**config.mk**
```make
export PLATFORM = sky130hd
export DESIGN_NAME = rx_batch_fwd
export DESIGN_NICKNAME = d
export VERILOG_FILES = /design/src/rtl/rxfwd_pkg.sv /design/src/rtl/rxfwd_datapath.sv /design/src/rtl/rxfwd_control.sv /design/src/rtl/rx_batch_fwd.sv
export SDC_FILE = /design/constraint.sdc
export NUM_CORES = 2
export LEC_CHECK = 0
export BUFFER_PORTS_ARGS = -buffer_cell sky130_fd_sc_hd__buf_2
export CAP_MARGIN = 15
export CORE_MARGIN = 2
export CORE_UTILIZATION = 26
export CTS_CLUSTER_DIAMETER = 120
export DETAILED_ROUTE_END_ITERATION = 8
export SLEW_MARGIN = 30
export SYNTH_ARGS = -nofsm -noshare
export SYNTH_HDL_FRONTEND = slang
export SYNTH_SLANG_ARGS = --single-unit
```
**constraint.sdc**
```tcl
create_clock -name clk -period 11.2 [get_ports clk]
set_clock_uncertainty 0.15 [all_clocks]
set_input_delay 2.8 -clock clk [delete_from_list [all_inputs] [get_ports clk]]
set_output_delay 2.8 -clock clk [all_outputs]
set_load 0.01 [all_outputs]
```
**src/rtl/rxfwd_pkg.sv**
```systemverilog
package rxfwd_pkg;
  typedef struct packed {
    logic push;
    logic pop;
    logic flush;
  } fifoCtl_t;

  localparam logic [1:0] ADDR_MODE   = 2'd0;
  localparam logic [1:0] ADDR_FLUSH  = 2'd1;
  localparam logic [1:0] ADDR_STATUS = 2'd2;
endpackage

```
**src/rtl/rxfwd_datapath.sv**
```systemverilog
module rxfwd_datapath
  import rxfwd_pkg::*;
#(
  parameter int DATA_W = 8,
  parameter int DEPTH  = 256,
  localparam int PTR_W = $clog2(DEPTH),
  localparam int CNT_W = PTR_W + 1
) (
  input  logic              clk,
  input  logic              rstN,
  input  fifoCtl_t          ctl,
  input  logic [DATA_W-1:0] wrData,
  output logic [DATA_W-1:0] rdData,
  output logic [CNT_W-1:0]  count
);
  // DEPTH is a power of two, so the pointers wrap naturally.
  logic [DATA_W-1:0] mem [DEPTH];
  logic [PTR_W-1:0]  wrPtr, rdPtr;

  always_ff @(posedge clk) begin
    if (ctl.push) mem[wrPtr] <= wrData;
  end

  always_ff @(posedge clk) begin
    if (!rstN || ctl.flush) begin
      wrPtr <= '0;
      rdPtr <= '0;
      count <= '0;
    end else begin
      if (ctl.push) wrPtr <= wrPtr + 1'b1;
      if (ctl.pop)  rdPtr <= rdPtr + 1'b1;
      count <= count + CNT_W'(ctl.push) - CNT_W'(ctl.pop);
    end
  end

  assign rdData = mem[rdPtr];
endmodule

```
**src/rtl/rxfwd_control.sv**
```systemverilog
module rxfwd_control
  import rxfwd_pkg::*;
#(
  parameter int DEPTH      = 256,
  parameter int PKT_MAX    = 64,
  parameter int DIV_W      = 16,
  parameter int BAUD_W     = 24,
  parameter int LL_BAUD    = 40961,
  parameter int CHAR_BITS  = 10,
  parameter int IDLE_CHARS = 3,
  localparam int CNT_W     = $clog2(DEPTH) + 1
) (
  input  logic              clk,
  input  logic              rstN,
  input  logic              rxValid,
  input  logic [BAUD_W-1:0] baudRate,
  input  logic [DIV_W-1:0]  bitDiv,
  input  logic              shortPkt,
  input  logic              regWr,
  input  logic [1:0]        regAddr,
  input  logic [7:0]        regWrData,
  input  logic              pktReady,
  input  logic [CNT_W-1:0]  count,
  output fifoCtl_t          ctl,
  output logic              pktValid,
  output logic              pktLast,
  output logic              lowLatency,
  output logic              overrun
);
  localparam int IDLE_BITS = CHAR_BITS * IDLE_CHARS;
  localparam int IDLE_W    = $clog2(IDLE_BITS + 1);

  logic              llReg;
  logic              full, flushReq, release_, timedOut, restart;
  logic [CNT_W-1:0]  drainRem, relLen, maxPkt;
  logic [DIV_W-1:0]  prescale, divLast;
  logic [IDLE_W-1:0] bitCnt;

  assign full       = (count == CNT_W'(DEPTH));
  assign flushReq   = regWr && (regAddr == ADDR_FLUSH) && regWrData[0];
  assign lowLatency = llReg || (baudRate < BAUD_W'(LL_BAUD));
  assign maxPkt     = shortPkt ? CNT_W'(PKT_MAX - 1) : CNT_W'(PKT_MAX);

  assign pktValid = (drainRem != '0);
  assign pktLast  = (drainRem == CNT_W'(1));

  assign ctl.flush = flushReq;
  assign ctl.push  = rxValid && !full && !flushReq;
  assign ctl.pop   = pktValid && pktReady && !flushReq;

  // Packet boundary decision, only while no packet is draining.
  always_comb begin
    relLen = '0;
    if (!pktValid && count != '0 && !flushReq) begin
      if (lowLatency)           relLen = CNT_W'(1);
      else if (count >= maxPkt) relLen = maxPkt;
      else if (timedOut)        relLen = count;
    end
  end
  assign release_ = (relLen != '0);

  always_ff @(posedge clk) begin
    if (!rstN || flushReq)   drainRem <= '0;
    else if (release_)       drainRem <= relLen;
    else if (ctl.pop)        drainRem <= drainRem - 1'b1;
  end

  // Idle timer: bit periods since the last character, armed while data is held.
  assign divLast  = (bitDiv == '0) ? '0 : bitDiv - 1'b1;
  assign timedOut = (bitCnt == IDLE_W'(IDLE_BITS));
  assign restart  = rxValid || (count == '0) || release_;

  always_ff @(posedge clk) begin
    if (!rstN || restart) begin
      prescale <= '0;
      bitCnt   <= '0;
    end else if (!timedOut) begin
      if (prescale >= divLast) begin
        prescale <= '0;
        bitCnt   <= bitCnt + 1'b1;
      end else begin
        prescale <= prescale + 1'b1;
      end
    end
  end

  always_ff @(posedge clk) begin
    if (!rstN) begin
      llReg   <= 1'b0;
      overrun <= 1'b0;
    end else begin
      if (regWr && regAddr == ADDR_MODE) llReg <= regWrData[0];
      if (rxValid && full)
        overrun <= 1'b1;
      else if (regWr && regAddr == ADDR_STATUS && regWrData[0])
        overrun <= 1'b0;
    end
  end
endmodule

```
**src/rtl/rx_batch_fwd.sv**
```systemverilog
module rx_batch_fwd
  import rxfwd_pkg::*;
#(
  parameter int DEPTH      = 256,
  parameter int PKT_MAX    = 64,
  parameter int DIV_W      = 16,
  parameter int BAUD_W     = 24,
  parameter int LL_BAUD    = 40961,
  parameter int CHAR_BITS  = 10,
  parameter int IDLE_CHARS = 3,
  localparam int CNT_W     = $clog2(DEPTH) + 1
) (
  input  logic              clk,
  input  logic              rstN,
  input  logic              rxValid,
  input  logic [7:0]        rxData,
  input  logic [BAUD_W-1:0] baudRate,
  input  logic [DIV_W-1:0]  bitDiv,
  input  logic              shortPkt,
  input  logic              regWr,
  input  logic [1:0]        regAddr,
  input  logic [7:0]        regWrData,
  output logic              pktValid,
  output logic [7:0]        pktData,
  output logic              pktLast,
  input  logic              pktReady,
  output logic [CNT_W-1:0]  fifoCount,
  output logic              lowLatency,
  output logic              overrun
);
  fifoCtl_t ctl;

  rxfwd_datapath #(.DATA_W(8), .DEPTH(DEPTH)) dpath (
    .clk(clk), .rstN(rstN), .ctl(ctl), .wrData(rxData),
    .rdData(pktData), .count(fifoCount)
  );

  rxfwd_control #(
    .DEPTH(DEPTH), .PKT_MAX(PKT_MAX), .DIV_W(DIV_W), .BAUD_W(BAUD_W),
    .LL_BAUD(LL_BAUD), .CHAR_BITS(CHAR_BITS), .IDLE_CHARS(IDLE_CHARS)
  ) ctrl (
    .clk(clk), .rstN(rstN), .rxValid(rxValid), .baudRate(baudRate),
    .bitDiv(bitDiv), .shortPkt(shortPkt), .regWr(regWr), .regAddr(regAddr),
    .regWrData(regWrData), .pktReady(pktReady), .count(fifoCount),
    .ctl(ctl), .pktValid(pktValid), .pktLast(pktLast),
    .lowLatency(lowLatency), .overrun(overrun)
  );
endmodule

```
==> impl_summary.md <==
Logic synthesis
The sequential share of the synthesized area is 76.0%. Synthesis produced a netlist whose cell count is 4010. The synthesized design contains 2048 enable-type register cells. The number of synthesized register bits is 2113. The cell type with the highest aggregate area in the netlist is sky130_fd_sc_hd__edfxtp_1. The summed instance area of the synthesized netlist is 82600 um^2.

The number of warning messages in the yosys log is 0. In the synthesized netlist, the cells that appear most often are 2048 x sky130_fd_sc_hd__edfxtp_1, 512 x sky130_fd_sc_hd__mux4_2, 334 x sky130_fd_sc_hd__nor2_1, 106 x sky130_fd_sc_hd__clkbuf_1, 90 x sky130_fd_sc_hd__a22oi_1. The most numerous cell in the Yosys netlist is sky130_fd_sc_hd__edfxtp_1. The synthesized netlist contains 64 unique library cells. In the synthesized netlist the async set-or-reset flop fraction comes to 0%.

The most used flip-flop cell after synthesis is sky130_fd_sc_hd__edfxtp_1. The average cell area after synthesis is 20.6 um^2. The number of nets handed over by synthesis was 4125. Sorting the synthesized cells by area gives the leading types as sky130_fd_sc_hd__edfxtp_1 74%, sky130_fd_sc_hd__mux4_2 14%, sky130_fd_sc_hd__dfxtp_1 1.6%.

The portion of synthesized cell area occupied by the leading cell type is 74.4%.

Timing
Setup repair after global routing left no endpoint under its margin. The worst slew margin relative to its limit is 24.0%. Hold timing on the final database bottoms out at a slack of 0.354 ns. After routing, the total negative slack on setup checks comes to 0 ns. The part of the cycle the worst path needs is 75.1%. The number of slew-limit violations in the final report was 0. The slew at the pin closest to its max-slew limit is 1.13 ns. The number of setup violations in the final report is 0. The routed design could run at a clock period as short as 8.41 ns. The final hold violation count is 0. Timing would allow up to 119 MHz.

Clock network
The cell at the root of the clock tree is sky130_fd_sc_hd__clkbuf_16. CTS saw 2113 sinks. Buffers added to address setup during post-CTS repair amount to 0. The clock network latency to the later pin of the worst-skew pair is 0.83 ns. The H-tree was split into 4 levels. The clock-pin slew on the worst setup and hold paths is 0.06 ns. The hold buffer count at cts is 0. TritonCTS built the clock tree.

The maximum count of clock buffers along a single path is 3. The number of cells upsized or downsized after cts is 0. Counting the buffers created by CTS gives 196.

Hold path
The worst hold-check path type is flop to flop. The number of stages on the worst hold path is 2.

Die
The core footprint is 317000 um^2. The floorplan die height is 568 um. 85 I/O pins were placed.

The area of the die is 322000 um^2. The floorplan has 207 rows. The die is 568 um wide. For this configuration, the core starts out at a cell density of 26.0%.

Global routing
The total overflow left after global routing is 0. The met2 routing resource usage after global routing is 18.9%. The met1 track utilization from global routing is 15.9%. The number of global-route vias before repair is 40500.

The met3 usage in global routing is 2.23%. Entering global routing, the biggest net connects 173 pins. The number of antenna violations at the first check in global routing was 2. The first global-routing pass estimated 279 mm of wire. The global routing stage identified its most utilized layer as met2. The overall track demand over capacity in global routing is 11.6%.

Final layout
The number of non-filler instances in the completed layout is 8473. Cells fill 29.8% of the core in the end. After the last flow step, the layout net total stands at 4247.

Compared with the post-synthesis result, the final layout area differs by 14.3%. The post-route netlist has 22.6% of its cells at a drive strength greater than 1.

Detailed routing
The detail-routed via count per cell is 4.72. The number of vias after detailed routing is 40000. The iteration-0 DRC count of the detailed router is 4160. Wires add up to 191 mm. The average wire per standard cell is 22.6 um. In the routed design, unresolved DRC markers number 0. Once detail routing completed, the nets flagged for antenna violations numbered 0. The number of search-and-repair iterations in the first detailed-routing pass is 5.

Pwr
In this run the static leakage power is 0.0282 uW. The power per unit of standard cell area is 192 nW/um^2. The worst IR drop on VDD is 0.157 mV.

Critical path
Data on the critical path arrives at its endpoint at 5.46 ns. The top fanout value on the critical path is 77. The worst register-to-register path has a setup slack of 6.62 ns. STA puts the critical path data required time at 8.25 ns. The worst setup path is launched from a flop. The worst setup path is captured at an output port.

The worst reg2reg path depth is 17. The critical path is of the flop to output port type.

Placed design
The routability congestion estimate from global placement is 0.779. The number of buffers inserted by port buffering is 77. The half-perimeter wire length after placement is 110 mm. The instance count after placement with tap cells included is 8109.

Job
The tool flagged a number of max-cap violations equal to 0.

Run status
The run finished with clean final reports.
[sequential cells by signal (all words and copies together), names as in the netlist, named ones only]
signal / flops
dpath.rdPtr: 8
dpath.mem: 2048
ctrl.llReg: 1
ctrl.prescale: 16
dpath.wrPtr: 8
ctrl.drainRem: 9
ctrl.bitCnt: 5
ctrl.overrun: 1
dpath.count: 9
[critical path, stage by stage, from the launching register on]
cell and delay (ns):
sky130_fd_sc_hd__dfxtp_4 0.75, sky130_fd_sc_hd__buf_12 0.57, sky130_fd_sc_hd__mux4_2 0.61, sky130_fd_sc_hd__a22o_1 0.28, sky130_fd_sc_hd__a221oi_1 0.56, sky130_fd_sc_hd__o22ai_1 0.22
sky130_fd_sc_hd__a211oi_1 0.98, sky130_fd_sc_hd__nor4_1 0.32, sky130_fd_sc_hd__buf_2 0.24
[path summary, 6_finish.rpt]
check,end,startpoint
max reg2reg,dpath.count[8]$_SDFF_PP0_,dpath.count[3]$_SDFF_PP0_
max,pktData[4],flop
min,ctrl.bitCnt[3]$_SDFFE_PP0P_,ctrl.bitCnt[3]$_SDFFE_PP0P_
min reg2reg,ctrl.bitCnt[3]$_SDFFE_PP0P_,ctrl.bitCnt[3]$_SDFFE_PP0P_
[where the power goes]
group | internal (uW) | switching [uW] | total (uW)
sequential | 8700 | 92.9 | 8800
clock | 3710 | 2930 | 6640
combinational | 1280 | 1450 | 2730
[per-layer routing]
layer / up-vias / routed length, um
met3: 240 / 13300
met2: 1386 / 92900
met1: 21300 / 81400
li1: 17000 / -
met4: 0 / 3720
met5: - / 0
[cells in the final DEF, fill, tap and decap left out, types with 49 or more instances in the layout]
cell type                   count
sky130_fd_sc_hd__a21oi_1       49
sky130_fd_sc_hd__a221oi_1      60
sky130_fd_sc_hd__a22o_1        74
sky130_fd_sc_hd__a22oi_1       90
sky130_fd_sc_hd__buf_2         69
sky130_fd_sc_hd__buf_4         52
sky130_fd_sc_hd__clkbuf_16    200
sky130_fd_sc_hd__dfxtp_1       62
sky130_fd_sc_hd__edfxtp_1    2048
sky130_fd_sc_hd__ha_1          50
sky130_fd_sc_hd__mux4_2       512
sky130_fd_sc_hd__nand2_1       83
sky130_fd_sc_hd__nor2_1       327
[final cells by class]
| cell class | count | area, um^2 |
|---|---|---|
| clock buffer | 246 | 5200 |
| clock inverter | 112 | 1140 |
| tap | 4180 | 5230 |
| antenna | 1 | 2.50 |
| multi-input combinational | 1639 | 18700 |
| sequential | 2113 | 62800 |
| timing repair buffer | 150 | 1250 |
| fill | 30300 | 223000 |
| inverter | 32 | 120 |
[stage by stage]
stage | total power [uW] | area (um^2) | setup slack, ns
after detailed placement | 11700 | 88000 | 3.63
after global placement | 11700 | 87900 | 3.64
after global routing | 18800 | 94500 | 2.52
after CTS | 18300 | 94300 | 2.71
final | 18200 | 94500 | 2.79
after floorplan | 10900 | 82600 | 4.58
[logic make-up (layout without fill, tap and decap cells)]
logic type,count (synthesis),count (layout),share of synthesized area (%)
AOI/OAI and AO/OA,408,408,3.71
adders and majority gates,51,51,0.781
muxes,550,550,14.4
buffers and inverters,258,540,1.50
and+or+nand+nor,583,583,3.11
xor gates and xnor gates,47,47,0.498
DFF,2113,2113,76.0
other,0,1,0
(Power assumes the default switching activity.)
